[config.mk]
export PLATFORM = sky130hd
export DESIGN_NAME = gpio_sect_ctrl
export DESIGN_NICKNAME = d
export VERILOG_FILES = /design/src/rtl/gpio_sect_pkg.sv /design/src/rtl/gpio_sync2.sv /design/src/rtl/gpio_bank.sv /design/src/rtl/gpio_sect_ctrl.sv
export SDC_FILE = /design/constraint.sdc
export NUM_CORES = 1
export LEC_CHECK = 0
export ABC_AREA = 1
export ABC_CLOCK_PERIOD_IN_PS = 3400
export BUFFER_PORTS_ARGS = -buffer_cell sky130_fd_sc_hd__buf_4
export CAP_MARGIN = 20
export CORE_AREA = 2 2 205 126
export CTS_CLUSTER_DIAMETER = 60
export DETAILED_ROUTE_END_ITERATION = 10
export DIE_AREA = 0 0 207 128
export GPL_TIMING_DRIVEN = 0
export PLACE_DENSITY = 0.78
export SYNTH_ARGS = -nofsm -noshare
export SYNTH_HDL_FRONTEND = slang
export SYNTH_SLANG_ARGS = --single-unit
[constraint.sdc]
create_clock -name clk -period 3.4 [get_ports clk]
set_clock_uncertainty 0.05 [all_clocks]
set_input_delay 0.17 -clock clk [delete_from_list [all_inputs] [get_ports clk]]
set_output_delay 0.17 -clock clk [all_outputs]
set_load 0.005 [all_outputs]
[src/rtl/gpio_sect_pkg.sv]
package gpio_sect_pkg;
    localparam int OFF_W = 6;

    localparam logic [OFF_W-1:0] OFF_MSTAT   = 6'h00;
    localparam logic [OFF_W-1:0] OFF_RSTAT   = 6'h04;
    localparam logic [OFF_W-1:0] OFF_MSET    = 6'h08;
    localparam logic [OFF_W-1:0] OFF_MCLR    = 6'h0C;
    localparam logic [OFF_W-1:0] OFF_DIR     = 6'h10;
    localparam logic [OFF_W-1:0] OFF_DOUT    = 6'h14;
    localparam logic [OFF_W-1:0] OFF_DIN     = 6'h18;
    localparam logic [OFF_W-1:0] OFF_ITYPE   = 6'h20;
endpackage

[src/rtl/gpio_sync2.sv]
module gpio_sync2 #(
    parameter int WIDTH = 8
) (
    input  logic             clk,
    input  logic             rst_n,
    input  logic [WIDTH-1:0] async_in,
    output logic [WIDTH-1:0] sync_out
);
    typedef struct packed {
        logic [WIDTH-1:0] meta;
        logic [WIDTH-1:0] stab;
    } sync_t;

    sync_t s_d, s_q;

    always_comb begin
        s_d      = s_q;
        s_d.meta = async_in;
        s_d.stab = s_q.meta;
    end

    always_ff @(posedge clk) begin
        if (!rst_n) s_q <= '0;
        else        s_q <= s_d;
    end

    assign sync_out = s_q.stab;
endmodule

[src/rtl/gpio_bank.sv]
module gpio_bank
    import gpio_sect_pkg::*;
#(
    parameter int SECT_W = 8
) (
    input  logic              clk,
    input  logic              rst_n,
    input  logic              wr_en,
    input  logic [OFF_W-1:0]  off,
    input  logic [SECT_W-1:0] wdata,
    input  logic [SECT_W-1:0] pin_sync,
    output logic [SECT_W-1:0] dout,
    output logic [SECT_W-1:0] oe,
    output logic [SECT_W-1:0] mstat,
    output logic [SECT_W-1:0] rd_val
);
    typedef struct packed {
        logic [SECT_W-1:0] dir;
        logic [SECT_W-1:0] dout;
        logic [SECT_W-1:0] stat;
        logic [SECT_W-1:0] mask;
        logic [SECT_W-1:0] itype;
        logic [SECT_W-1:0] prev;
    } bank_t;

    bank_t b_d, b_q;
    logic [SECT_W-1:0] set_v;
    logic [SECT_W-1:0] clr_v;

    always_comb begin
        b_d   = b_q;
        clr_v = '0;
        // level pins follow the input, edge pins see rising transitions
        set_v = (b_q.itype & pin_sync) | (~b_q.itype & pin_sync & ~b_q.prev);
        b_d.prev = pin_sync;
        if (wr_en) begin
            unique case (off)
                OFF_RSTAT: clr_v      = wdata;
                OFF_MSET:  b_d.mask   = b_q.mask | wdata;
                OFF_MCLR:  b_d.mask   = b_q.mask & ~wdata;
                OFF_DIR:   b_d.dir    = wdata;
                OFF_DOUT:  b_d.dout   = wdata;
                OFF_ITYPE: b_d.itype  = wdata;
                default: ;
            endcase
        end
        b_d.stat = (b_q.stat & ~clr_v) | set_v;
    end

    always_ff @(posedge clk) begin
        if (!rst_n) begin
            b_q      <= '0;
            b_q.mask <= '1;
        end else begin
            b_q <= b_d;
        end
    end

    always_comb begin
        unique case (off)
            OFF_MSTAT: rd_val = b_q.stat & ~b_q.mask;
            OFF_RSTAT: rd_val = b_q.stat;
            OFF_MSET:  rd_val = b_q.mask;
            OFF_DIR:   rd_val = b_q.dir;
            OFF_DOUT:  rd_val = b_q.dout;
            OFF_DIN:   rd_val = pin_sync;
            OFF_ITYPE: rd_val = b_q.itype;
            default:   rd_val = '0;
        endcase
    end

    assign dout  = b_q.dout;
    assign oe    = ~b_q.dir;
    assign mstat = b_q.stat & ~b_q.mask;
endmodule

[src/rtl/gpio_sect_ctrl.sv]
module gpio_sect_ctrl
    import gpio_sect_pkg::*;
#(
    parameter int NUM_SECT = 4,
    parameter int SECT_W   = 8,
    parameter int DATA_W   = 32,
    localparam int SIDX_W  = (NUM_SECT > 1) ? $clog2(NUM_SECT) : 1,
    localparam int ADDR_W  = SIDX_W + OFF_W,
    localparam int PINS    = NUM_SECT * SECT_W
) (
    input  logic              clk,
    input  logic              rst_n,
    input  logic              bus_sel,
    input  logic              bus_wr,
    input  logic [ADDR_W-1:0] bus_addr,
    input  logic [DATA_W-1:0] bus_wdata,
    output logic [DATA_W-1:0] bus_rdata,
    input  logic [PINS-1:0]   pin_in,
    output logic [PINS-1:0]   pin_out,
    output logic [PINS-1:0]   pin_oe,
    output logic              irq
);
    typedef struct packed {
        logic [DATA_W-1:0] rdata;
        logic              irq;
    } top_t;

    top_t t_d, t_q;

    logic [PINS-1:0]   pin_sync;
    logic [PINS-1:0]   mstat_all;
    logic [SECT_W-1:0] rd_vals [NUM_SECT];
    logic [SIDX_W-1:0] sect_idx;
    logic [OFF_W-1:0]  off;

    assign sect_idx = bus_addr[ADDR_W-1:OFF_W];
    assign off      = bus_addr[OFF_W-1:0];

    gpio_sync2 #(.WIDTH(PINS)) u_sync (
        .clk      (clk),
        .rst_n    (rst_n),
        .async_in (pin_in),
        .sync_out (pin_sync)
    );

    for (genvar s = 0; s < NUM_SECT; s++) begin : g_bank
        logic wr_hit;
        assign wr_hit = bus_sel && bus_wr && (sect_idx == SIDX_W'(s));

        gpio_bank #(.SECT_W(SECT_W)) u_bank (
            .clk      (clk),
            .rst_n    (rst_n),
            .wr_en    (wr_hit),
            .off      (off),
            .wdata    (bus_wdata[SECT_W-1:0]),
            .pin_sync (pin_sync[s*SECT_W +: SECT_W]),
            .dout     (pin_out[s*SECT_W +: SECT_W]),
            .oe       (pin_oe[s*SECT_W +: SECT_W]),
            .mstat    (mstat_all[s*SECT_W +: SECT_W]),
            .rd_val   (rd_vals[s])
        );
    end

    always_comb begin
        t_d       = t_q;
        t_d.irq   = |mstat_all;
        t_d.rdata = '0;
        if (bus_sel && !bus_wr)
            t_d.rdata = DATA_W'(rd_vals[sect_idx]);
    end

    always_ff @(posedge clk) begin
        if (!rst_n) t_q <= '0;
        else        t_q <= t_d;
    end

    assign bus_rdata = t_q.rdata;
    assign irq       = t_q.irq;
endmodule

==> flow_summary.yaml <==
sta:
  worstMarginPinSlew_ns: 1.08
  fmax_mhz: 376
  rsz0062_at_grt: "no"
  finalCritPeriodShare_pct: 78.3
  maxSlewViolCount: 0
  hold_viol_final: 0
  fin_tns_setup_ns: 0
  fin_crit_ns: 2.66
  slew-limit-headroom_pct: 27.7
  setup_viol: 0
floorplanning:
  die_area_um2: 26500
  die_h_um: 128
  core_um2: 24800
  die_w_um: 207
  start_util_pct: 49.2
  rows: 45
  ios: 173
detailed_routing:
  first_iter_violations: 1774
  via_per_inst: 5.67
  drc: 0
  finalWirelength_um: 51800
  num_vias: 13061
  drtPass1Iterations: 6
  wire_per_inst_um: 22.5
  ant_nets: 0
worst_setup_path:
  worstPathArrival_ns: 3.05
  path_buf_inv: 4
  r2r-end: "bus_rdata[5]$_SDFF_PN0_"
  r2r_setup_slack_ns: 1.81
  slowest_stage: "nor2_1"
  critPathKind: "input pin to register"
  ff2ff_path_depth: 9
  crit_family: "simple AND/OR/NAND/NOR gates"
  worst_setup_path_start_kind: "input pin"
  crit_top_cell: "nand2_1"
  crit_path_max_fanout: 10
  slowest_delay_ns: 0.59
  cp_data_required_time_ns: 3.79
  endpoint_kind: "register"
  crit_chain: "dlygate4sd3_1 > buf_4 > inv_2 > nor2_1 > nand2_1 > nor2_4 > inv_2 > nor2_1 > nand2_1 > nand3_1 > nand2_1"
logic_synthesis:
  netlist_instances: 1743
  synth_area_leader_cell: "dfxtp_1"
  syn_area_um2: 12200
  netlist.area_leader.share_pct: 43.5
  synth_area_leaders: "dfxtp_1 44%, nand2_1 12%, nand3_1 6.9%, inv_1 6.4%, o21ai_0 6.2%"
  post-synth-top-count-cell: "nand2_1"
  ys_async_sr_fraction_pct: 0
  syn_area_per_cell_um2: 6.99
  synth_cell_type_count: 25
  synth_edf_count: 0
  synth-main-ff-cell: "dfxtp_1"
  yosys_warnings: 0
  ys_ff_latch: 265
  ys_top_cells_by_count: "393 x nand2_1, 265 x dfxtp_1, 208 x inv_1, 169 x nand3_1, 152 x o21ai_0"
  seq_area_frac_synth_pct: 43.5
pwr:
  leakage_nw: 7.16
  power-per-cell-area_nw_per_um2: 449
  total_power_mw: 6.66
  peakVddDrop_uv: 429
cells_and_area:
  postLayoutCellArea_um2: 14800
  nFillCells: 2322
  nets: 2034
  finalNonFillerCells: 2305
  regArea_um2: 5310
  antenna_cells: 0
  multi_input_area_um2: 5230
  drive_gt1_share_pct: 15.5
  syn2layout_area_growth_pct: 21.8
  final_util_pct: 59.9
global_route:
  grt_usage_pct: 38.3
  first_global_vias: 12166
  grt-ovfl-total: 0
  grt_start_max_net_pins: 17
  antenna_found_initial: 0
  grt_util_met3_pct: 10.4
  use_met2_pct: 56.6
  grt_pass1_wl_um: 75900
  grt.busiest_layer: "met2"
  grt_use_met1_pct: 53.5
clock_network:
  cts.path.max_buffers: 3
  tritoncts: "done"
  numCtsBuffers: 25
  clock-sinks: 265
  postCtsSetupRepairBufs: 0
  cts-root-buf: "clkbuf_16"
  insertion_delay_ns: 0.55
  h-tree-depth: 1
  clkTransAtPathRegs_ns: 0.07
worst_hold_path:
  hold_end: "irq$_SDFF_PN0_"
  min_from: "rst_n"
  hold_path_depth: 3
  hold_class: "input pin to register"
place:
  place_hpwl_um: 38800
  dp.cells: 2216
  place_congestion: 1.03
  port_buffers: 121
  place_area_um2: 13600
flow_run:
  drv_cap: 0
outcome:
  status: "completed"
==> per-layer routing <==
layer  wire length [um]  share of wire, %
met1              21600                42
met2              21300                41
met3               6860                13
met4               1980               3.8
met5                  0                 0
==> worst max path at each step <==
stage,start,endpoint,slack [ns],cells after the start
final,bus_addr[2],g_bank[1].u_bank.b_q[25]$_SDFF_PN0_,0.74,11
after global routing,bus_addr[2],g_bank[0].u_bank.b_q[27]$_SDFF_PN0_,0.83,11
after CTS,bus_addr[2],g_bank[1].u_bank.b_q[25]$_SDFF_PN0_,0.97,11
after detailed placement,rst_n,u_sync.sync_out[20]$_SDFF_PN0_,0.91,6
after global placement,bus_addr[2],g_bank[1].u_bank.b_q[25]$_SDFF_PN0_,0.93,10
after floorplan,bus_addr[6],g_bank[3].u_bank.b_q[46]$_SDFFE_PN0P_,1.94,8
==> worst reg2reg max path: stages (launching register included) <==
cell and delay [ns]:
dfxtp_1 0.37, nor2_1 0.28, nand4_1 0.15, nand2_1 0.09, nor2_1 0.04, nand2_1 0.05, nand2_1 0.14, nand2_1 0.10
nand2_1 0.15, nor2_1 0.12
==> cells in the final DEF (no fill, tap or decap), types with 2 or more instances in the layout <==
master,n
nor3_4,4
nor3_1,2
o21ai_0,152
inv_6,2
nor2_2,9
buf_1,15
clkbuf_16,25
inv_2,12
inv_1,208
nand2_1,393
o21ai_1,14
bufinv_16,2
clkinv_2,5
buf_4,187
nand4_1,104
clkbuf_1,50
buf_2,37
conb_1,24
a21oi_1,107
nand3_1,169
nor2_1,112
a31o_1,2
nor4_1,7
dfxtp_1,265
dlygate4sd3_1,44
nor2_4,13
clkinvlp_4,5
clkbuf_8,2
==> cell families (layout without fill, tap and decap cells) <==
family | after synthesis | after routing | synth area share [%]
flip-flops | 265 | 265 | 43.5
AND/OR/NAND/NOR | 816 | 816 | 30.8
AO/OA/AOI/OAI | 275 | 275 | 11.4
other | 1 | 24 | 0.0308
buffers and inverters | 386 | 596 | 14.3
==> layout make-up <==
type | instances | share of cell area, %
clock inverter | 15 | 1.00
inverter | 221 | 5.59
sequential | 265 | 35.7
timing repair buffer | 165 | 9.08
multi-input combinational | 1115 | 35.2
tap | 329 | 2.77
buffer | 165 | 6.15
clock buffer | 30 | 4.47
==> per-stage QoR <==
stage	hold WS (ns)	setup slack (ns)
floorplan	0.218	1.94
global placement	0.301	0.930
detailed placement	0.305	0.906
CTS	0.0434	0.966
global route	0.0283	0.831
finish	0.0402	0.738
==> where the power goes <==
part / internal (mW) / total, mW / switching, mW
Sequential: 3.17 / 3.22 / 0.0467
Combinational: 0.177 / 0.579 / 0.402
Clock: 1.56 / 2.86 / 1.30
Total: 4.91 / 6.66 / 1.75
==> timing repair <==
item,in CTS,in global routing
resized for setup,0,0
hold buffers,44,0
hold endpoints to repair,68,0
(Power assumes the default switching activity.)
